<file path="src/rtl/sia_pkg.sv">
package sia_pkg;
    localparam int NUM_SRC  = 3;
    localparam int SRC_RX   = 0;
    localparam int SRC_TX   = 1;
    localparam int SRC_MISC = 2;

    typedef enum logic [1:0] {
        SEL_NONE  = 2'd0,
        SEL_CAUSE = 2'd1,
        SEL_MASK  = 2'd2
    } reg_sel_e;
endpackage

</file>
<file path="src/rtl/sia_cause_latch.sv">
module sia_cause_latch #(
    parameter int N = 3
) (
    input  logic         clk,
    input  logic         rst_n,
    input  logic [N-1:0] grp_req,
    input  logic         clr,
    output logic [N-1:0] cause_q
);
    for (genvar i = 0; i < N; i++) begin : g_bit
        always_ff @(posedge clk or negedge rst_n) begin
            if (!rst_n) begin
                cause_q[i] <= 1'b0;
            end else begin
                // a request in the clearing cycle wins, so it is never lost
                cause_q[i] <= grp_req[i] | (cause_q[i] & ~clr);
            end
        end

        p_set_r2: assert property (@(posedge clk) disable iff (!rst_n)
            grp_req[i] |=> cause_q[i]);
        p_clr_r3: assert property (@(posedge clk) disable iff (!rst_n)
            (clr && !grp_req[i]) |=> !cause_q[i]);
    end
endmodule

</file>
<file path="src/rtl/sia_reg_port.sv">
module sia_reg_port
    import sia_pkg::*;
#(
    parameter int DATA_W     = 32,
    parameter int ADDR_W     = 4,
    parameter int N          = 3,
    parameter int CAUSE_ADDR = 0,
    parameter int MASK_ADDR  = 1
) (
    input  logic              clk,
    input  logic              rst_n,
    input  logic              reg_valid,
    input  logic              reg_write,
    input  logic [ADDR_W-1:0] reg_addr,
    input  logic [DATA_W-1:0] reg_wdata,
    input  logic [N-1:0]      cause_q,
    output logic [N-1:0]      mask_q,
    output logic              rd_clr,
    output logic [DATA_W-1:0] reg_rdata
);
    localparam int PAD_W = DATA_W - N;

    reg_sel_e          sel;
    logic [DATA_W-1:0] rd_mux;
    logic              rd_en;
    logic              mask_we;

    always_comb begin
        if (reg_addr == ADDR_W'(CAUSE_ADDR))     sel = SEL_CAUSE;
        else if (reg_addr == ADDR_W'(MASK_ADDR)) sel = SEL_MASK;
        else                                     sel = SEL_NONE;
    end

    assign rd_en   = reg_valid && !reg_write;
    assign rd_clr  = rd_en && (sel == SEL_CAUSE);
    assign mask_we = reg_valid && reg_write && (sel == SEL_MASK);

    always_comb begin
        unique case (sel)
            SEL_CAUSE: rd_mux = {{PAD_W{1'b0}}, cause_q};
            SEL_MASK:  rd_mux = {{PAD_W{1'b1}}, mask_q};
            default:   rd_mux = '0;
        endcase
    end

    always_ff @(posedge clk or negedge rst_n) begin
        if (!rst_n) begin
            mask_q    <= '1;
            reg_rdata <= '0;
        end else begin
            if (mask_we) mask_q <= reg_wdata[N-1:0];
            if (rd_en)   reg_rdata <= rd_mux;
        end
    end

    p_mask_hold_r7: assert property (@(posedge clk) disable iff (!rst_n)
        !(reg_valid && reg_write && reg_addr == ADDR_W'(MASK_ADDR)) |=> $stable(mask_q));
    p_unmapped_rd_r7: assert property (@(posedge clk) disable iff (!rst_n)
        (rd_en && reg_addr != ADDR_W'(CAUSE_ADDR) && reg_addr != ADDR_W'(MASK_ADDR))
        |=> (reg_rdata == '0));
    p_rdata_hold_r3: assert property (@(posedge clk) disable iff (!rst_n)
        !rd_en |=> $stable(reg_rdata));
endmodule

</file>
<file path="src/rtl/sia_irq_gate.sv">
module sia_irq_gate #(
    parameter int N = 3
) (
    input  logic         clk,
    input  logic         rst_n,
    input  logic [N-1:0] cause_q,
    input  logic [N-1:0] mask_q,
    output logic         host_irq
);
    logic [N-1:0] live;

    assign live     = cause_q & ~mask_q;
    assign host_irq = |live;

    p_masked_quiet_r8: assert property (@(posedge clk) disable iff (!rst_n)
        (mask_q == '1) |-> !host_irq);
    p_no_cause_quiet_r6: assert property (@(posedge clk) disable iff (!rst_n)
        (cause_q == '0) |-> !host_irq);
endmodule

</file>
<file path="src/rtl/summary_irq_agg.sv">
module summary_irq_agg
    import sia_pkg::*;
#(
    parameter int DATA_W     = 32,
    parameter int ADDR_W     = 4,
    parameter int CAUSE_ADDR = 0,
    parameter int MASK_ADDR  = 1
) (
    input  logic               clk,
    input  logic               rst_n,
    input  logic [NUM_SRC-1:0] grp_req,
    input  logic               reg_valid,
    input  logic               reg_write,
    input  logic [ADDR_W-1:0]  reg_addr,
    input  logic [DATA_W-1:0]  reg_wdata,
    output logic [DATA_W-1:0]  reg_rdata,
    output logic               host_irq
);
    logic [NUM_SRC-1:0] cause_q;
    logic [NUM_SRC-1:0] mask_q;
    logic               rd_clr;

    sia_cause_latch #(.N(NUM_SRC)) u_latch (
        .clk     (clk),
        .rst_n   (rst_n),
        .grp_req (grp_req),
        .clr     (rd_clr),
        .cause_q (cause_q)
    );

    sia_reg_port #(
        .DATA_W     (DATA_W),
        .ADDR_W     (ADDR_W),
        .N          (NUM_SRC),
        .CAUSE_ADDR (CAUSE_ADDR),
        .MASK_ADDR  (MASK_ADDR)
    ) u_port (
        .clk       (clk),
        .rst_n     (rst_n),
        .reg_valid (reg_valid),
        .reg_write (reg_write),
        .reg_addr  (reg_addr),
        .reg_wdata (reg_wdata),
        .cause_q   (cause_q),
        .mask_q    (mask_q),
        .rd_clr    (rd_clr),
        .reg_rdata (reg_rdata)
    );

    sia_irq_gate #(.N(NUM_SRC)) u_gate (
        .clk      (clk),
        .rst_n    (rst_n),
        .cause_q  (cause_q),
        .mask_q   (mask_q),
        .host_irq (host_irq)
    );

    p_mask_rd_keeps_r9: assert property (@(posedge clk) disable iff (!rst_n)
        (reg_valid && !reg_write && reg_addr == ADDR_W'(MASK_ADDR) && grp_req == '0)
        |=> $stable(cause_q));
endmodule

</file>
<file path="config.mk">
export PLATFORM = sky130hd
export DESIGN_NAME = summary_irq_agg
export DESIGN_NICKNAME = d
export VERILOG_FILES = /design/src/rtl/sia_pkg.sv /design/src/rtl/sia_cause_latch.sv /design/src/rtl/sia_reg_port.sv /design/src/rtl/sia_irq_gate.sv /design/src/rtl/summary_irq_agg.sv
export SDC_FILE = /design/constraint.sdc
export NUM_CORES = 1
export LEC_CHECK = 0
export BUFFER_PORTS_ARGS = -buffer_cell sky130_fd_sc_hd__buf_2
export CAP_MARGIN = 20
export CORE_ASPECT_RATIO = 1.25
export CORE_MARGIN = 2
export CORE_UTILIZATION = 33
export CTS_BUF_LIST = sky130_fd_sc_hd__clkbuf_16
export DETAILED_ROUTE_END_ITERATION = 10
export PLACE_DENSITY = 0.79
export REMOVE_ABC_BUFFERS = 1
export SLEW_MARGIN = 20
export SYNTH_ARGS = -nofsm -noshare
export SYNTH_HDL_FRONTEND = slang
export SYNTH_SLANG_ARGS = --single-unit
export TNS_END_PERCENT = 5
</file>
<file path="constraint.sdc">
create_clock -name clk -period 1.4 [get_ports clk]
set_input_delay 0 -clock clk [delete_from_list [all_inputs] [get_ports clk]]
set_output_delay 0 -clock clk [all_outputs]
set_load 0.02 [all_outputs]
</file>
==> impl_results.md <==
- Outcome: completed
- Vias in the first global route: around 440
- Total power: 1.04 mW
- Worst Path Buf+Inv: 1
- Post-DP HPWL: ~950 µm
- Crit. End Element: output pin
- Metal3 WL: around 140 µm
- Lkg Pwr: a little under 0.5 nW
- Total of max-cap violations: 0
- CTS Buffer Depth: 2
- Worst setup path end: reg_rdata[23]
- Critical path's top delay family: flip-flops
- CP Launch Type: register
- CTS clk-pin slew, worst paths: around 40 ps
- Register area share after synthesis: a little under two fifths
- Worst slew pin tran: roughly 560 ps
- Clock power share: 48.7%
- Critical Path RT: roughly 1400 ps
- Routed wire length per instance: around 11 µm
- CTS H-tree lvls: 1
- RD Place Congestion: between 0.7 and 0.8
- CP max stage delay: just under 700 ps
- Most common cell after layout, fill and taps aside: buf_2
- Grt ovf: 0
- Final setup fails: 0
- Die height: about 54 µm
- Antenna cells: 0
- Minimum clock period: 1190 ps
- Comb pwr share: around 18%
- First-pass GRT wire length: ~1800 µm
- IR drop worst, VDD: roughly 1 mV
- FF-to-FF End: u_port.reg_rdata[30]$_DFFE_PN0P_
- Pwr/cell area: 1230 mW/mm²
- Skew-Pair Late Insertion Delay: 240 ps
- Via count: roughly 510
- Synth unique cells: 17
- Post-Route WL: around 1200 µm
- Hold Path Origin: reg_wdata[0]
- Nets: roughly 140
- CP arrival: 1190 ps
- Die area: about 0.0024 mm²
- # IOs: 76
- Post-synthesis instance total: 68
- Routed length on met2: 545 µm
- Flops & latches, synth: 10
- Hold Violations, Final: 0
- Crit path launch: u_port.reg_rdata[30]$_DFFE_PN0P_
- Hold Slack: around 0.11 ps
- Largest net degree at the start of global routing: 31
- Final setup TNS: 0 ps
- Max Fclk: roughly 840 MHz
- CP Cell Sequence: buf_2
- Min-delay worst type: primary input to register
- Reg power frac: around 33%
- Worst reg2reg path depth: 2
- CORE AREA: 0.00194 mm²
- Initial DRC Count: 3
- ANT nets after route: 0
- Initial Util: 34.5%
- CP Max Fanout: 30
- Syn Std Cell Area: about 670 µm²
- DRT met1 WL: between 400 and 500 µm
- Unrepaired setup endpoints after global routing: false
- Pins Over Slew Limit: 0
- Switch share: 24.9%
- Clock Skews: approximately 0.75 ps
- Most frequent cells in the layout: buf_2 (46), dfrtp_1 (7), dlygate4sd3_1 (6)
- Average size of a mapped cell: a little under 10 µm²
- Floorplan row count: 18
- CTS resizes: 0
- CTS Sinks: 10
- Highest routed metal layer: met4
- Layout cells sized above 1: between 60% and 70%
- GRT Total Usage: between 10% and 20%
- Port Buf Inserts: 46
- CTS Buf Count: 3
- RR Startpoint: u_port.reg_rdata[30]$_DFFE_PN0P_
- Drt pass-1 iters: 4
- Area Overhead vs Synth: 26.6%
- Clock root cell: clkbuf_16
- Worst path slowest cell: dfrtp_1
- TritonCTS clock tree: done
- DRC Markers: 0
- NetSw: 0.260 mW
- Critical path class: register to output pin
- Die X: around 44 µm
- Initial antenna violation count: 0
- Vias per cell: ~4.5
- Slew HR: between 60% and 70%
- Ys Warns: 0
- Reg2reg setup slack: roughly 430 ps
- Internal Power: 0.783 mW
- Fin crit share: 85.3%
- Crit. path cell count: 1
-- synthesized netlist by cell type (all sizes together) --
| library cell | n | area, µm² |
|---|---|---|
| buf | 30 | 220 |
| nor2 | 1 | 3.75 |
| nand3 | 1 | 5.00 |
| nand2 | 4 | 15.0 |
| clkbuf | 1 | 3.75 |
| a21o | 3 | 22.5 |
| dfrtp | 7 | 175 |
| or3 | 2 | 17.5 |
| o31ai | 4 | 30.0 |
| o221ai | 1 | 8.76 |
| mux2i | 3 | 30.0 |
| dfstp | 3 | 78.8 |
| mux2 | 3 | 33.8 |
| nand2b | 2 | 12.5 |
| inv | 3 | 11.3 |
-- routing by layer --
layer | vias up | global-route usage (%)
met5 | - | 0
met4 | 0 | 9.09
met3 | 4 | 2.97
met2 | 41 | 21.3
met1 | 221 | 10.1
li1 | 247 | -
-- power groups by stage --
stage | clock [mW] | sequential [mW] | combinational [mW]
after detailed placement | 0 | 0.353 | 0.178
final | 0.508 | 0.348 | 0.188
after floorplan | 0 | 0.405 | 0.0449
after global routing | 0.548 | 0.353 | 0.203
after CTS | 0.522 | 0.349 | 0.190
after global placement | 0 | 0.350 | 0.175
-- cells by family after synthesis --
| kind of cell | synth area share, % |
|---|---|
| buf+inv | 35.2 |
| flops | 38.0 |
| simple gates | 8.05 |
| compound gates | 9.18 |
| mux | 9.55 |
-- worst min path at each step --
stage | cells past startpoint | end | slack [ps]
floorplan | 0 | u_latch.cause_q[0]$_DFF_PN0_ | -300
global placement | 1 | u_port.reg_rdata[0]$_DFFE_PN0P_ | -140
detailed placement | 1 | u_port.reg_rdata[0]$_DFFE_PN0P_ | -130
CTS | 2 | u_port.mask_q[0]$_DFFE_PN1P_ | 2
global route | 2 | u_port.mask_q[0]$_DFFE_PN1P_ | 5
finish | 2 | u_port.mask_q[0]$_DFFE_PN1P_ | 0.1
-- state kept, by name, summed over array words and instances (netlist names) --
name and cells:
u_port.mask_q 3, u_port.reg_rdata 4, u_latch.cause_q 3
-- area by class of cell --
class	instances	area, µm²
sequential	10	254
clock buffer	3	75.1
clock inverter	1	3.75
timing repair buffer	53	298
fill	202	1090
multi-input combinational	24	179
inverter	3	11.3
tap	20	25.0
-- stage by stage --
| stage | setup WS (ps) | instances | area, µm² | utilization (%) |
|---|---|---|---|---|
| 6_report | 206 | 114 | 846 | 43.7 |
| 5_1_grt | 92.1 | 114 | 846 | 43.7 |
| 4_1_cts | 166 | 114 | 846 | 43.7 |
| 3_5_place_dp | 127 | 104 | 707 | 36.5 |
| 3_3_place_gp | 132 | 104 | 707 | 36.5 |
| 2_1_floorplan | -2720 | 37 | 444 | - |
-- timing repair --
action	in CTS	in global routing
hold endpoints to repair	15	0
setup buffers	0	0
endpoints found under the setup margin	0	0
hold buffers	6	0
(Power assumes the default switching activity.)
